File: src/rtl/uart_rx_err_pkg.sv
package uart_rx_err_pkg;
  localparam int NFLAG = 4;

  // index into the flag vector; vector [3:0] maps onto status bits [15:12]
  localparam int FLG_OVR = 0;
  localparam int FLG_PAR = 1;
  localparam int FLG_FRM = 2;
  localparam int FLG_BRK = 3;

  typedef enum logic [1:0] {
    ADDR_STAT = 2'd0,
    ADDR_CTRL = 2'd1,
    ADDR_DATA = 2'd2,
    ADDR_NONE = 2'd3
  } reg_addr_e;
endpackage

File: src/rtl/rx_char_fifo.sv
module rx_char_fifo #(
  parameter int WIDTH = 8,
  parameter int DEPTH = 8
) (
  input  logic             clk,
  input  logic             rst,
  input  logic             wr_en,
  input  logic [WIDTH-1:0] wr_data,
  input  logic             rd_en,
  output logic [WIDTH-1:0] rd_data,
  output logic             full,
  output logic             empty
);
  localparam int AW = (DEPTH > 1) ? $clog2(DEPTH) : 1;
  localparam int CW = $clog2(DEPTH + 1);
  localparam logic [AW-1:0] LAST = AW'(DEPTH - 1);

  logic [WIDTH-1:0] mem [DEPTH];
  logic [AW-1:0]    wr_ptr, rd_ptr;
  logic [CW-1:0]    count_q, count_d;
  logic             do_push, do_pop;

  assign do_push = wr_en && !full;
  assign do_pop  = rd_en && !empty;
  assign count_d = count_q + CW'(do_push) - CW'(do_pop);

  always_ff @(posedge clk) begin
    if (do_push) mem[wr_ptr] <= wr_data;
  end

  always_ff @(posedge clk) begin
    if (rst) begin
      wr_ptr  <= '0;
      rd_ptr  <= '0;
      count_q <= '0;
      full    <= 1'b0;
      empty   <= 1'b1;
      rd_data <= '0;
    end else begin
      if (do_push) wr_ptr <= (wr_ptr == LAST) ? '0 : wr_ptr + 1'b1;
      if (do_pop)  rd_ptr <= (rd_ptr == LAST) ? '0 : rd_ptr + 1'b1;
      if (rd_en)   rd_data <= empty ? '0 : mem[rd_ptr];
      count_q <= count_d;
      full    <= (count_d == CW'(DEPTH));
      empty   <= (count_d == '0);
    end
  end


  no_push_when_full_chk: assert property (@(posedge clk) disable iff (rst)
    full && !rd_en |=> full);


  full_empty_excl_chk: assert property (@(posedge clk) disable iff (rst)
    !(full && empty));
endmodule

File: src/rtl/rx_err_flags.sv
module rx_err_flags #(
  parameter int NF = 4
) (
  input  logic          clk,
  input  logic          rst,
  input  logic [NF-1:0] set,
  input  logic          clr_wr,
  input  logic [NF-1:0] clr_mask,
  input  logic [NF-1:0] enable,
  output logic [NF-1:0] flags,
  output logic          irq
);
  logic [NF-1:0] clr_eff, flags_d;

  assign clr_eff = clr_wr ? clr_mask : '0;
  // set is OR-ed after the clear so a same-cycle event survives
  assign flags_d = (flags & ~clr_eff) | set;

  always_ff @(posedge clk) begin
    if (rst) begin
      flags <= '0;
      irq   <= 1'b0;
    end else begin
      flags <= flags_d;
      irq   <= |(flags & enable);
    end
  end

  for (genvar i = 0; i < NF; i++) begin : g_chk

    sticky_hold_chk: assert property (@(posedge clk) disable iff (rst)
      flags[i] && !(clr_wr && clr_mask[i]) |=> flags[i]);

    set_wins_chk: assert property (@(posedge clk) disable iff (rst)
      set[i] |=> flags[i]);
  end


  irq_needs_flag_chk: assert property (@(posedge clk) disable iff (rst)
    irq |-> $past(|flags));
endmodule

File: src/rtl/uart_rx_err_status.sv
module uart_rx_err_status #(
  parameter int DATA_W     = 8,
  parameter int FIFO_DEPTH = 8,
  parameter int REG_W      = 16
) (
  input  logic              clk,
  input  logic              rst,
  input  logic              rx_valid,
  input  logic [DATA_W-1:0] rx_data,
  input  logic              rx_break,
  input  logic              rx_frame_err,
  input  logic              rx_parity_err,
  input  logic [1:0]        reg_addr,
  input  logic              reg_wr,
  input  logic              reg_rd,
  input  logic [REG_W-1:0]  reg_wdata,
  output logic [REG_W-1:0]  reg_rdata,
  output logic              fifo_full,
  output logic              fifo_empty,
  output logic              irq
);
  import uart_rx_err_pkg::*;

  localparam int STAT_LSB = REG_W - NFLAG;

  reg_addr_e          addr;
  logic [NFLAG-1:0]   ctrl_en_q, flags, set_vec, wmask;
  logic [DATA_W-1:0]  fifo_dout;
  logic               fifo_wr, fifo_rd, clr_wr;
  logic               rsel_data_q;
  logic [REG_W-1:0]   capt_q;
  logic               unused_wdata_low;

  assign addr             = reg_addr_e'(reg_addr);
  assign wmask            = reg_wdata[REG_W-1 -: NFLAG];
  assign unused_wdata_low = ^reg_wdata[STAT_LSB-1:0];
  assign clr_wr           = reg_wr && (addr == ADDR_STAT);
  assign fifo_wr          = rx_valid && !fifo_full;
  assign fifo_rd          = reg_rd && (addr == ADDR_DATA);

  always_comb begin
    set_vec          = '0;
    set_vec[FLG_BRK] = rx_break;
    set_vec[FLG_FRM] = rx_frame_err;
    set_vec[FLG_PAR] = rx_parity_err;
    set_vec[FLG_OVR] = rx_valid && fifo_full;
  end

  rx_char_fifo #(.WIDTH(DATA_W), .DEPTH(FIFO_DEPTH)) u_fifo (
    .clk     (clk),
    .rst     (rst),
    .wr_en   (fifo_wr),
    .wr_data (rx_data),
    .rd_en   (fifo_rd),
    .rd_data (fifo_dout),
    .full    (fifo_full),
    .empty   (fifo_empty)
  );

  rx_err_flags #(.NF(NFLAG)) u_flags (
    .clk      (clk),
    .rst      (rst),
    .set      (set_vec),
    .clr_wr   (clr_wr),
    .clr_mask (wmask),
    .enable   (ctrl_en_q),
    .flags    (flags),
    .irq      (irq)
  );

  always_ff @(posedge clk) begin
    if (rst) begin
      ctrl_en_q   <= '0;
      rsel_data_q <= 1'b0;
      capt_q      <= '0;
    end else begin
      if (reg_wr && addr == ADDR_CTRL) ctrl_en_q <= wmask;
      if (reg_rd) begin
        rsel_data_q <= (addr == ADDR_DATA);
        case (addr)
          ADDR_STAT: capt_q <= {flags, {STAT_LSB{1'b0}}};
          ADDR_CTRL: capt_q <= {ctrl_en_q, {STAT_LSB{1'b0}}};
          default:   capt_q <= '0;
        endcase
      end
    end
  end

  assign reg_rdata = rsel_data_q ? {{(REG_W-DATA_W){1'b0}}, fifo_dout} : capt_q;


  overrun_on_full_chk: assert property (@(posedge clk) disable iff (rst)
    rx_valid && fifo_full |=> flags[FLG_OVR]);


  full_stays_on_drop_chk: assert property (@(posedge clk) disable iff (rst)
    rx_valid && fifo_full && !fifo_rd |=> fifo_full);
endmodule

File: config.mk
export PLATFORM = sky130hd
export DESIGN_NAME = uart_rx_err_status
export DESIGN_NICKNAME = d
export VERILOG_FILES = /design/src/rtl/uart_rx_err_pkg.sv /design/src/rtl/rx_char_fifo.sv /design/src/rtl/rx_err_flags.sv /design/src/rtl/uart_rx_err_status.sv
export SDC_FILE = /design/constraint.sdc
export NUM_CORES = 1
export LEC_CHECK = 0
export BUFFER_PORTS_ARGS = -buffer_cell sky130_fd_sc_hd__buf_2
export CAP_MARGIN = 20
export CORE_MARGIN = 2
export CORE_UTILIZATION = 45
export DETAILED_ROUTE_END_ITERATION = 16
export GPL_ROUTABILITY_DRIVEN = 0
export SYNTH_ARGS = -nofsm -noshare
export SYNTH_HDL_FRONTEND = slang
export SYNTH_SLANG_ARGS = --single-unit
export TNS_END_PERCENT = 1
File: constraint.sdc
create_clock -name clk -period 2.7 [get_ports clk]
set_clock_uncertainty 0.15 [all_clocks]
set_input_delay 0.135 -clock clk [delete_from_list [all_inputs] [get_ports clk]]
set_output_delay 0.135 -clock clk [all_outputs]
set_load 0.005 [all_outputs]
## Yosys cells after proc, flatten, opt, wreduce, memory -nomap -nowiden

Memories as Yosys holds them, arrays and structs flattened. A register that Yosys moved wholly into a read port is not among the register bits.
Cells that the tools add are included.

- Flip-flop bits (word level): 46
- Input port bits: 34
- Memories: 1
- Memory bits (writable): 64

- Bitwise logic cells: 4
- Eq/ne operators: 5
- Reductions and logical operators: 12
- Mux-type cells: 10
- $add $sub $neg: 4

Memories:

| memory | words | width | read ports | clocked after memory_dff | write ports | line | text |
|---|---|---|---|---|---|---|---|
| u_fifo.mem | 8 | 8 | 1 | 1 | 1 | rx_char_fifo.sv:18 | `logic [WIDTH-1:0] mem [DEPTH];` |

Operators by type and width:

| kind | count |
|---|---|
| $pmux 16 s2 | 1 |
| $mux 16 | 1 |
| $mux 3 | 4 |
| $and 4x4->4 | 2 |
| $mux 8 | 1 |
| $logic_and 1x1->1 | 7 |
| $add 3x1->3 const B | 2 |
| $eq 3x3->1 const B | 2 |
| $add 4x1->4 | 1 |
| $eq 4x4->1 const B | 1 |
| $logic_not 4->1 | 1 |
| $mux 4 | 1 |
| $not 4->4 | 1 |
| $or 4x4->4 | 1 |
| $reduce_or 4->1 | 1 |
| $sub 4x1->4 | 1 |
| $eq 2x1->1 const B | 1 |
| $eq 2x2->1 const B | 1 |
| $logic_not 1->1 | 2 |
| $logic_not 2->1 | 1 |
| $mux 1 | 2 |

## Longest topological paths before layout

Gate-level depths: netlist of the first run.

- Word-level depth: 6
- Mapped depth: 13
- Depth with buffers taken out: 11

## Hierarchy

From an unflattened synthesis of the first run, not the netlist that was laid out.

- Cells, all modules: 297
- Area, all modules: 4197.8 sq um

Modules (own cells, without submodules):

| module | instances | area an instance (sq um) | cells each |
|---|---|---|---|
| rx_char_fifo | 1 | 3454.6 | 221 |
| uart_rx_err_status | 1 | 553.0 | 60 |
| rx_err_flags | 1 | 190.2 | 16 |

## Worst setup path after synthesis of the first run

Ideal clock, no wire load.

- Kind: input port to flip-flop
- From: input port reg_addr[0]
- To: register u_fifo.empty
- Setup time: 116 ps
- Data required time: 2434 ps
- Buffers on the path: 2
- Arrival: 2173 ps
- Cell stages on the path: 12
- Slack: 261 ps
- Path through: buf_2 -> nand3b_4 -> or2_1 -> inv_1 -> buf_4 -> ha_1 -> inv_1 -> ha_1 -> inv_1 -> fa_1 -> xor2_1 -> a41o_1

- Cells in the longest elaborated chain, start to end: 5

RTL lines:

| item | line | text |
|---|---|---|
| from (decl) | uart_rx_err_status.sv:13 | `input logic [1:0] reg_addr,` |
| $eq 2x2->1 | uart_rx_err_status.sv:39 | `assign fifo_rd = reg_rd && (addr == ADDR_DATA);` |
| $logic_and 1x1->1 | uart_rx_err_status.sv:39 |  |
| $logic_and 1x1->1 | rx_char_fifo.sv:24 | `assign do_pop = rd_en && !empty;` |
| $sub 4x1->4 | rx_char_fifo.sv:25 | `assign count_d = count_q + CW'(do_push) - CW'(do_pop);` |
| $logic_not 4->1 | rx_char_fifo.sv:45 | `empty <= (count_d == '0);` |
| to (signal assigned) | rx_char_fifo.sv:45 |  |
| to (decl) | rx_char_fifo.sv:12 | `output logic empty` |

No other way between the ends.
A chain may end at the register's enable or synchronous reset.

## Worst setup path in the final report of the first run

- From: input port reg_rd
- To: register u_fifo.empty

- Cells in the longest elaborated chain, start to end: 4

RTL lines:

| item | line | text |
|---|---|---|
| from (decl) | uart_rx_err_status.sv:15 | `input logic reg_rd,` |
| $logic_and 1x1->1 | uart_rx_err_status.sv:39 |  |
| $logic_and 1x1->1 | rx_char_fifo.sv:24 |  |
| $sub 4x1->4 | rx_char_fifo.sv:25 |  |
| $logic_not 4->1 | rx_char_fifo.sv:45 |  |

No other way between the ends.

==> summary by stage, run 1 <==
Yosys
The count of mapped cells out of synthesis is 295. By instance count, the leading cell after synthesis is sky130_fd_sc_hd__edfxtp_1. Yosys attributes the largest share of cell area to sky130_fd_sc_hd__edfxtp_1 (47%), sky130_fd_sc_hd__dfxtp_1 (18%), sky130_fd_sc_hd__mux4_2 (6.1%).

The most used flip-flop cell after synthesis is sky130_fd_sc_hd__edfxtp_1. The cell taking the most area after synthesis is sky130_fd_sc_hd__edfxtp_1. The post-synthesis area per instance is 13.8 um2. The fraction of the yosys area taken by sequential cells is 0.654. Counting distinct cell types in the post-synthesis netlist gives 35.

Of the post-synthesis cell area, the dominant cell type holds 0.472. The mapped netlist covers 4070 um2. The share of flip-flops with an asynchronous set or reset after synthesis is 0. Counting instances in the post-synthesis netlist gives the leading cell types as sky130_fd_sc_hd__edfxtp_1 (64), sky130_fd_sc_hd__dfxtp_1 (37), sky130_fd_sc_hd__nor2_1 (28). During synthesis, Yosys emitted a total of 0 warnings. Yosys mapped a number of flops with a built-in enable equal to 64.

The flop and latch count out of synthesis is 101.

Timing
The worst max-slew margin expressed relative to the limit is 0.595. Setup violations remaining at the end of the flow were counted as 0. The number of slew-limit violations in the final report is 0. For this run, the top clock speed supported by timing is 0.395 GHz.

The actual transition at the worst max-transition pin is 0.608 ns. Across all hold checks on the routed design, the worst slack comes to 0.0240 ns. The final critical path time including I/O delays and setup is 2.53 ns. The number of hold violations in the final report is 0. The worst-case setup margin in the final layout is 0.168 ns. The share of the clock period used by the worst path is 0.938.

Clocking
The clock tree from TritonCTS is yes. In this run the deepest clock path goes through 2 buffers. For the worst-skew pair, the clock arrives at the later sink with an insertion delay of 0.37 ns.

Buffers added to address setup during post-CTS repair amount to 0. The cell chosen for the clock root is sky130_fd_sc_hd__clkbuf_8. The number of buffers added by the clock tree synthesis step is 9.

The number of clock sinks is 101. After clock tree synthesis, the clock-pin slew on the worst setup and hold paths is 0.10 ns. The level count of the clock H-tree is 3.

Power
The share of total power dissipated in sequential elements is 0.547. The largest vdd supply drop is 0.294 mV. The analysis attributes to cell leakage a power of 1.80 nW. Of the total power, the share spent switching nets is 0.256. The internal portion of the total power is 0.00248 W. The net switching power of the design is 0.000856 W.

The total power density per cell area is 695 nW/um2. The clock network fraction of design power is 0.291. The power share of the combinational group is 0.162.

Critical path
The biggest fanout along the worst timing path is 10. The critical path is of the input pin to flop type. At the worst endpoint, the required time is 2.81 ns. At the worst endpoint, the arrival time is 2.64 ns.

The worst setup path is captured at a flop. STA classifies the critical path startpoint as an input pin.

Hold path
The path category of the worst min-delay check is input pin to flop.

Drt
The routed wire length is 7480 um. The count of TritonRoute iterations in the first routing pass is 4. For this run, design rule violations remaining after detail routing come to 0. In the routed layout, each cell is associated on average with a via count of 5.08. The remaining antenna violation count is 0. For this block, the initial DRC count from the detailed router was 149.

The routed wire length per instance is 15.8 um. The routed layout has 2396 vias.

Place
The setup slack after placement is 0.224 ns. The number of port buffers is 36. The post-detailed-placement half-perimeter wirelength is 4950 um.

Global routing
The number of antenna violations at the first check in global routing is 0. For this run the aggregate overflow at the end of global routing stands at 0. In the global route stage, overall resource usage came out at 0.164. Entering global routing, the biggest net connects 35 pins.

The number of global-route vias before repair was 2386. The first global-routing pass estimated 12300 um of wire.

Floorplan
The horizontal extent of the die is 99.1 um. The starting density of the core is 0.464. For this design the top-level I/O count stands at 53. The die covers 9820 um2. The number of placement rows is 34. The total area inside the core boundary comes to 8760 um2. From bottom edge to top edge, the die measures 99.1 um.

Final layout
The ratio of cells with drive above 1 in the final layout is 0.220. For this run, the share of the core covered by cells in the final layout is 0.548. The final layout net count is 402. The layout overhead on the synthesized area is 18.1%. The number of antenna diodes is 0.

Run status
The run finished with clean final reports.

Flow run
The max-capacitance violation count is 0.
[cell type report]
cell class | count | area (um2)
inverter | 9 | 33.8
timing repair buffer | 69 | 478
sequential | 101 | 2660
clock inverter | 6 | 71.3
tap | 108 | 135
fill | 748 | 3960
clock buffer | 10 | 138
multi-input combinational | 169 | 1280
[path summary, 6_finish.rpt]
kind                           from           endpoint  slack (ns)  cells past startpoint
setup / recovery             reg_rd       u_fifo.empty        0.17                     12
hold / removal          reg_addr[1]        rsel_data_q        0.02                      3
setup reg to reg       u_fifo.empty       u_fifo.empty        0.44                      9
hold reg to reg   u_fifo.rd_data[4]  u_fifo.rd_data[4]        0.31                      2
[worst max-delay path, cell delays in order]
cell                            delay, ns
sky130_fd_sc_hd__dlygate4sd3_1       0.52
sky130_fd_sc_hd__buf_2               0.14
sky130_fd_sc_hd__nand3b_4            0.14
sky130_fd_sc_hd__or2_1               0.30
sky130_fd_sc_hd__inv_1               0.10
sky130_fd_sc_hd__ha_1                0.23
sky130_fd_sc_hd__inv_1               0.06
sky130_fd_sc_hd__ha_1                0.16
sky130_fd_sc_hd__inv_1               0.06
sky130_fd_sc_hd__fa_1                0.40
sky130_fd_sc_hd__xor2_2              0.18
sky130_fd_sc_hd__a41o_1              0.23
[metal layers]
metal | global-route usage | part of all wire
met1 | 0.222 | 0.48
met2 | 0.266 | 0.47
met3 | 0.0274 | 0.039
met4 | 0.0664 | 0.012
met5 | 0 | 0
[state kept, by name, indices dropped and copies added, names as in the netlist, named ones only]
register        count
u_flags.flags       4
u_fifo.rd_ptr       3
u_fifo.count_q      4
capt_q              4
rsel_data_q         1
u_fifo.rd_data      8
u_flags.irq         1
ctrl_en_q           4
u_fifo.empty        1
u_fifo.wr_ptr       3
u_fifo.full         1
u_fifo.mem         64
[power groups by stage]
stage / registers (W) / clock network (W) / logic (W)
floorplan: 0.00185 / 0 / 0.000364
global placement: 0.00186 / 0 / 0.000497
detailed placement: 0.00186 / 0 / 0.000504
CTS: 0.00183 / 0.00100 / 0.000534
global route: 0.00184 / 0.00107 / 0.000610
finish: 0.00183 / 0.000973 / 0.000539
[layout by cell type (no fill, tap or decap), drive strengths merged, types with 11 or more instances in the layout]
master	n
a21oi	17
nor2	28
dfxtp	37
nand2	22
buf	49
mux2i	22
edfxtp	64
mux4	11
dlygate4sd3	20
[timing repair]
item	4_1_cts	5_1_grt
resized for setup	0	1
hold endpoints to repair	73	0
hold buffers	20	0
setup endpoints to repair	0	1
[stage by stage]
stage,total power (W),cell area (um2),std cells,TNS (ns)
final,0.00334,4800,472,0
after global routing,0.00353,4800,472,-0.0242
after CTS,0.00337,4800,472,0
after detailed placement,0.00237,4390,436,0
after global placement,0.00236,4390,436,0
after floorplan,0.00221,4080,298,0
[cells by family (layout without fill, tap and decap cells)]
| family | count (synthesis) | in the layout | synth area share |
|---|---|---|---|
| DFF | 101 | 101 | 0.654 |
| and+or+nand+nor | 87 | 87 | 0.104 |
| muxes | 36 | 36 | 0.123 |
| AOI/OAI and AO/OA | 30 | 30 | 0.0470 |
| buffers and inverters | 28 | 94 | 0.0344 |
| adders and majority gates | 9 | 9 | 0.0295 |
| xor gates and xnor gates | 3 | 3 | 0.00646 |
| other | 1 | 4 | 0.000922 |
(Power assumes the default switching activity.)
==> inputs of run 2 (changes only) <==
- PLACE_DENSITY: not set -> 0.66
==> run 2 against run 1 <==
  * Flip-flop and latch count did not move
  * Worst setup slack better by 0.29 ns
  * Die area stayed put
  * Critical path type is now flop to flop
  * Wire length down 0.37%
  * Cell count did not move
  * Final area is 0.23% lower
  * Global-route usage is 0.36 points higher
==> summary by stage, run 2 (synthesis gave the netlist of run 1 again) <==
Timing
The number of slew-limit violations in the final report is 0. The worst path meets setup with 0.459 ns of slack. Setup violations remaining at the end of the flow were counted as 0. The top achievable clock speed is 0.446 GHz. Setup repair after global routing left no endpoint under its margin. The final critical path time including I/O delays and setup is 2.24 ns. Measured against its own limit, the worst slew margin works out to 0.588. In the finished design, the share of the clock period the worst path needs comes to 0.830.

The number of hold violations in the final report came to 0. The aggregate negative setup slack is 0 ns. The actual transition at the worst max-transition pin is 0.618 ns.

Critical path
The type of origin of the critical path is a flop. The category of the worst setup path capture point is a flop. Together, buffers and inverters on the worst path number 3. The longest individual stage delay on the worst path is 0.37 ns.

The cell with the most instances on the worst path is sky130_fd_sc_hd__inv_1. The worst path arrival time is 2.38 ns. The highest-delay cell along the critical path is sky130_fd_sc_hd__fa_1. The required time at the endpoint of the critical path is 2.84 ns. The worst reg2reg path startpoint is u_fifo.empty. Of all nets on the critical path, the largest fanout is 5.

The setup check on the worst reg-to-reg path leaves a slack of 0.46 ns. The signal on the critical path passes through or2_1 > inv_1 > ha_1 > inv_1 > ha_1 > inv_1 > fa_1 > xor2_1 > nand3_1 > nor3_1. The endpoint identified for the worst register-to-register timing path is u_fifo.full. The critical path's top delay family is adder cells. The critical path class is flop to flop. The logic depth of the worst register-to-register path is 10.

Final layout
Ranked by flip-flop count, first place goes to u_fifo.mem. In the layout the commonest cells are sky130_fd_sc_hd__edfxtp_1 (64), sky130_fd_sc_hd__dfxtp_1 (37), sky130_fd_sc_hd__buf_2 (36). The ratio of cells with drive above 1 in the final layout is 0.223.

The layout overhead on the synthesized area is 17.8%. The library cell used most frequently in the layout, excluding fill and tap cells, is sky130_fd_sc_hd__edfxtp_1. The flip-flop count of the largest register after layout is 64. 0 antenna diodes ended up in the layout.

The net count of the finished layout is 402. The largest registers in the layout are u_fifo.mem: 64 flops, u_fifo.rd_data: 8 flops. The total of fill cells in the finished design is 729. The fraction of the core area covered by cells at the end of the flow is 0.547.

Floorplan
The number of placement rows is 34. The floorplan step set the die width to 99.1 um. 53 I/O pins were placed. Measured along the y axis, the die boundary spans 99.1 um. The core outline area is 8760 um2. The starting density of the core is 0.464. The die covers 9820 um2.

Power
The total power density per cell area is 695 nW/um2. The power share of the sequential group is 0.548. Of the total power, the share spent switching nets is 0.264.

The total internal power is 0.00245 W. The share of total power dissipated in combinational logic is 0.157. For this design the static power due to leakage is 1.80 nW.

The share of total power dissipated in the clock network is 0.296. The net switching power of the design is 0.000879 W. The largest vdd supply drop is 0.299 mV.

Hold path
The number of cells traversed by the worst hold path is 3. The worst hold path terminates at capt_q[12]. In this run the most critical hold path is launched from reg_rd. The path category of the worst min-delay check is input pin to flop.

Clocking
The post-CTS setup buffer count is 0. Counting every sink on the clock net gives 101. Clock-pin slew was measured on the worst setup and hold paths at 0.10 ns. The clock latency on the worst-skew pair is 0.36 ns. The longest clock path from root to sink contains 2 buffers. The quantity of gates resized following cts is 0. The level count of the clock H-tree is 3. In this run, CTS created clock tree buffers numbering 9. The clock tree from TritonCTS is yes. In this run the clock root is driven by a sky130_fd_sc_hd__clkbuf_8.

Global routing
The first global-routing pass estimated 12500 um of wire. The number of antenna violations at the first check in global routing is 0. The number of global-route vias before repair is 2427. The largest net degree at the start of global routing is 35. The global-route usage over all layers is 0.168.

After global routing the overflow that remains totals 0.

Drt
The routed wire length is 7450 um. After detailed routing, the average wire length per cell comes to 15.8 um. Before antenna repair, the detailed router went through 5 iterations.

The first-iteration detailed-routing DRC count is 90. The vias per cell is 5.14. The remaining antenna violation count is 0. The total vias in the final route is 2427.

The number of design rule violations left after detail routing is 0.

Run status
The flow ran to the end, and the final reports show no timing, DRC or antenna violations.

Place
The wire-length estimate of the detail-placed layout is 4830 um. The number of port buffers is 36. OpenSTA, run right after detailed placement, puts the worst setup slack at 0.234 ns.

Flow run
The max-capacitance violation count is 0.
run 2: cell count changes in the layout (fill, tap and decap cells not counted), sizes merged:
cell         delta
dlygate4sd3     -1
inv             +1
clkbuf          -1
clkinvlp        +2
clkinv          -2
buf             +1
run 2: power groups by stage:
stage	Clock [W]	Combinational [W]	Sequential, W
after floorplan	0	0.000364	0.00185
after global placement	0	0.000493	0.00186
after detailed placement	0	0.000502	0.00186
after CTS	0.00102	0.000528	0.00183
after global routing	0.00109	0.000600	0.00184
final	0.000984	0.000522	0.00182
run 2: worst max path at each step:
stage,startpoint,end,cells past startpoint
6_report,u_fifo.empty,u_fifo.full,10
5_1_grt,u_fifo.empty,u_fifo.full,10
4_1_cts,u_fifo.empty,u_fifo.full,10
3_3_place_gp,reg_addr[0],u_fifo.full,12
3_5_place_dp,reg_addr[0],u_fifo.full,12
2_1_floorplan,reg_addr[0],u_fifo.empty,12
run 2: worst min-delay path: stages:
cell	delay, ns
sky130_fd_sc_hd__buf_2	0.19
sky130_fd_sc_hd__mux2i_1	0.10
sky130_fd_sc_hd__nor2_1	0.07
run 2: timing repair:
item / in CTS / in global routing
endpoints found under the hold margin: 72 / 0
setup endpoints to repair: 0 / 0
hold buffers: 19 / 0
run 2: per-layer routing:
metal | part of all wire | wire [um] | global-route usage
met1 | 0.46 | 3450 | 0.236
met2 | 0.48 | 3560 | 0.263
met3 | 0.044 | 327 | 0.0344
met4 | 0.015 | 115 | 0.0569
met5 | 0 | 0 | 0
run 2: final cells by class:
cell class | instances | area [um2] | share of cell area
sequential | 101 | 2660 | 0.556
multi-input combinational | 169 | 1280 | 0.267
timing repair buffer | 69 | 475 | 0.0992
tap | 108 | 135 | 0.0282
clock buffer | 9 | 124 | 0.0258
clock inverter | 7 | 83.8 | 0.0175
inverter | 9 | 33.8 | 0.00705
run 2: stage by stage:
step | cells | total power, W | hold WS [ns] | cell area, um2
global placement | 437 | 0.00235 | 0.190 | 4390
CTS | 472 | 0.00337 | 0.00372 | 4790
global route | 472 | 0.00353 | 0.0102 | 4790
finish | 472 | 0.00333 | 0.0160 | 4790
detailed placement | 437 | 0.00236 | 0.196 | 4390
floorplan | 298 | 0.00221 | 0.0839 | 4080
==> inputs of run 3 (changes only) <==
- ABC_AREA: not set -> 1
- PLACE_DENSITY: 0.66 -> 0.68
- clock period: 2.7 -> 2 ns (I/O delays scaled with it)
==> run 3 against run 2 <==
  * First-iteration DRC count up 140%
  * Global-route usage up 0.90 points
  * Sequential share of layout area shrank 4.2 points
  * Clock-buffer cell count stayed put
  * Core utilization down 0.79 points
  * Cell count increased by 44%
  * Area after synthesis grew 8.6%
  * Non-clock buffer count grew 5
  * Via count is 30% higher
  * Die area grew 8.3%
  * Register-to-register slack lost 0.38 ns
  * Critical path type unchanged
==> summary by stage, run 3 <==
Yosys
The warning count from the yosys run is 0. The number of different library cells in the post-synthesis netlist is 27. In the synthesized netlist the dominant register cell turns out to be sky130_fd_sc_hd__edfxtp_1.

In this run, synthesis produced a sequential element count of 101. The synthesized area is 4420 um2. By count the netlist is led by sky130_fd_sc_hd__nand2_1 (110), sky130_fd_sc_hd__inv_1 (98), sky130_fd_sc_hd__edfxtp_1 (64).

The most common cell in the synthesized netlist is sky130_fd_sc_hd__nand2_1. Of the post-synthesis cell area, the dominant cell type holds 0.435. The post-synthesis area per instance is 9.37 um2. The number of synthesized flops with an enable pin is 64. The cell taking the most area after synthesis is sky130_fd_sc_hd__edfxtp_1. After synthesis, the cell types taking the most area are sky130_fd_sc_hd__edfxtp_1 (43%), sky130_fd_sc_hd__dfxtp_1 (17%), sky130_fd_sc_hd__nand2_1 (9.3%).

Synthesis handed over a netlist of 472 instances. The share of flip-flops with an asynchronous set or reset after synthesis is 0. The share of the Yosys chip area taken by registers is 0.602.

Drt
For this run, design rule violations remaining after detail routing come to 0. After the first detailed-routing iteration, the DRC count stood at 217. The remaining antenna violation count is 0.

Dividing the detail-routed wire length by the instance count gives 13.0 um. The total vias in the final route is 3156. For this block, the routed nets add up to 8850 um of wire.

The count of TritonRoute iterations in the first routing pass is 4. Dividing the detail-routed via count by the number of cells gives 4.65.

Hold path
The worst hold path startpoint is reg_rd. The worst hold path belongs to the class input pin to flop.

Final layout
The library cell used most frequently in the layout, excluding fill and tap cells, is sky130_fd_sc_hd__nand2_1. The register area is 2670 um2. In the layout the commonest cells are sky130_fd_sc_hd__nand2_1 (110), sky130_fd_sc_hd__inv_1 (98), sky130_fd_sc_hd__edfxtp_1 (64).

The ratio of cells with drive above 1 in the final layout is 0.143. The cell area after layout is 5190 um2. After the flow finishes, the layout carries non-filler instances totaling 679. The final layout net count is 584. The flip-flop count of the largest register after layout is 64. The area growth from synthesis to layout is 17.5%. The number of antenna diodes is 0. In the final layout, the registers with the most flip-flops are u_fifo.mem: 64 flops, u_fifo.rd_data: 8 flops. Fill cells in the final layout number 849.

The multi-input combinational cells in the finished layout cover a total of 1250 um2. The register with the most flip-flops in the final layout is u_fifo.mem.

Critical path
Walking the worst path, the cells encountered are nor2_8 > ha_1 > inv_1 > ha_1 > inv_1 > fa_2 > nand3_1 > o21ai_1. The critical path class is flop to flop. The worst path arrival time is 2.08 ns. The worst reg2reg path startpoint is u_fifo.empty.

Broken down by cell family, the worst path's largest delay share belongs to adder cells. The longest individual stage delay on the worst path is 0.54 ns. The required time at the endpoint of the critical path is 2.16 ns. Among all stages on the critical path, the largest delay is contributed by sky130_fd_sc_hd__fa_2.

The register-to-register setup slack is 0.08 ns. The number of buffers and inverters on the critical path is 2. The type of origin of the critical path is a flop. The worst setup path is captured at a flop.

The critical path starts at u_fifo.empty. The biggest fanout along the worst timing path is 2.

Timing
The worst-case setup margin in the final layout is 0.0750 ns. Setup violations remaining at the end of the flow were counted as 0. The number of slew-limit violations in the final report is 0.

Of the available clock period, the critical path in the final layout requires 0.962. The number of hold violations in the final report is 0. The top achievable clock speed is 0.519 GHz. After layout, the minimum clock period comes to 1.92 ns.

Floorplan
For this configuration, the core starts out at a cell density of 0.459. The number of placement rows is 36. The die covers 10600 um2. The die extent in y is 103 um.

The I/O pin total is 53. The core outline area is 9640 um2. The horizontal extent of the die is 103 um.

Clocking
The tree is rooted in a sky130_fd_sc_hd__clkbuf_8. After clock tree synthesis, the clock-pin slew on the worst setup and hold paths is 0.11 ns. TritonCTS built the clock tree. Counting the buffers created by CTS gives 9. The level count of the clock H-tree is 3.

Counting every sink on the clock net gives 101. The clock latency on the worst-skew pair is 0.37 ns. The deepest clock path buffer count is 2.

Place
The number of port buffers is 36. The post-detailed-placement half-perimeter wirelength is 5640 um. The setup slack after placement is -0.00529 ns. The number of cells in the design after placement is 641.

The placed instances occupy a cell area of 4750 um2.

Global routing
Entering global routing, the biggest net connects 33 pins. The number of antenna violations at the first check in global routing is 0. The number of global-route vias before repair came to 2883. The global-route usage over all layers is 0.177. The wire length of the first global-routing pass is 14000 um. Summed over all layers, the global routing overflow is 0.

Run status
The flow ran to the end, and the final reports show no timing, DRC or antenna violations.

Power
Overall power consumption after layout is estimated at 0.00470 W. The worst-case IR drop observed on VDD is 0.433 mV. Dividing total power by cell area gives a power density of 906 nW/um2. The cell leakage power is 2.41 nW.

Flow run
Max-cap violations in this run came to 0.
run 3: final timing paths:
check | endpoint | cells after the start
hold reg to reg | u_fifo.rd_data[4] | 2
setup reg to reg | u_fifo.empty | 8
hold / removal | rsel_data_q | 4
setup / recovery | u_fifo.empty | 8
run 3: tightest hold or removal path, cell delays in order:
cell	delay [ns]
sky130_fd_sc_hd__buf_2	0.11
sky130_fd_sc_hd__inv_1	0.13
sky130_fd_sc_hd__nand2_1	0.09
sky130_fd_sc_hd__a21oi_1	0.07
run 3: per-stage QoR:
step | util | TNS [ns] | hold WS, ns
3_5_place_dp | 0.493 | -0.00529 | 0.195
4_1_cts | 0.537 | 0 | 0.000271
5_1_grt | 0.539 | -0.000531 | 0.0439
3_3_place_gp | 0.493 | 0 | 0.190
2_1_floorplan | - | 0 | 0.0489
6_report | 0.539 | 0 | 0.0149
run 3: logic make-up after synthesis:
| group | synth area share |
|---|---|
| flops | 0.602 |
| compound gates | 0.0609 |
| buf+inv | 0.121 |
| simple gates | 0.184 |
| xor+xnor | 0.00396 |
| fa+ha+maj | 0.0272 |
| other cells | 0.000848 |
run 3: metal layers:
| layer | wire length (um) | track usage |
|---|---|---|
| met5 | 0 | 0 |
| met4 | 177 | 0.0719 |
| met3 | 338 | 0.0353 |
| met2 | 4290 | 0.288 |
| met1 | 4050 | 0.233 |
run 3: cell type report:
class                           instances  share of cell area
Clock buffer                            9              0.0238
Inverter                              101              0.0735
Multi-Input combinational cell        254               0.240
Sequential cell                       101               0.513
Tap cell                              133              0.0320
Clock inverter                          7              0.0178
Timing Repair Buffer                   74              0.0997
run 3: power breakdown:
group / internal [W] / total, W / switching (W)
clock network: 0.000611 / 0.00136 / 0.000754
logic: 0.000340 / 0.000844 / 0.000504
registers: 0.00241 / 0.00250 / 0.0000881
total: 0.00336 / 0.00470 / 0.00135
run 3: repair_timing:
action / CTS / global route
hold buffers: 21 / 0
resized for setup: 0 / 1
setup endpoints to repair: 0 / 2
hold endpoints to repair: 73 / 0
buffers inserted: 0 / 1
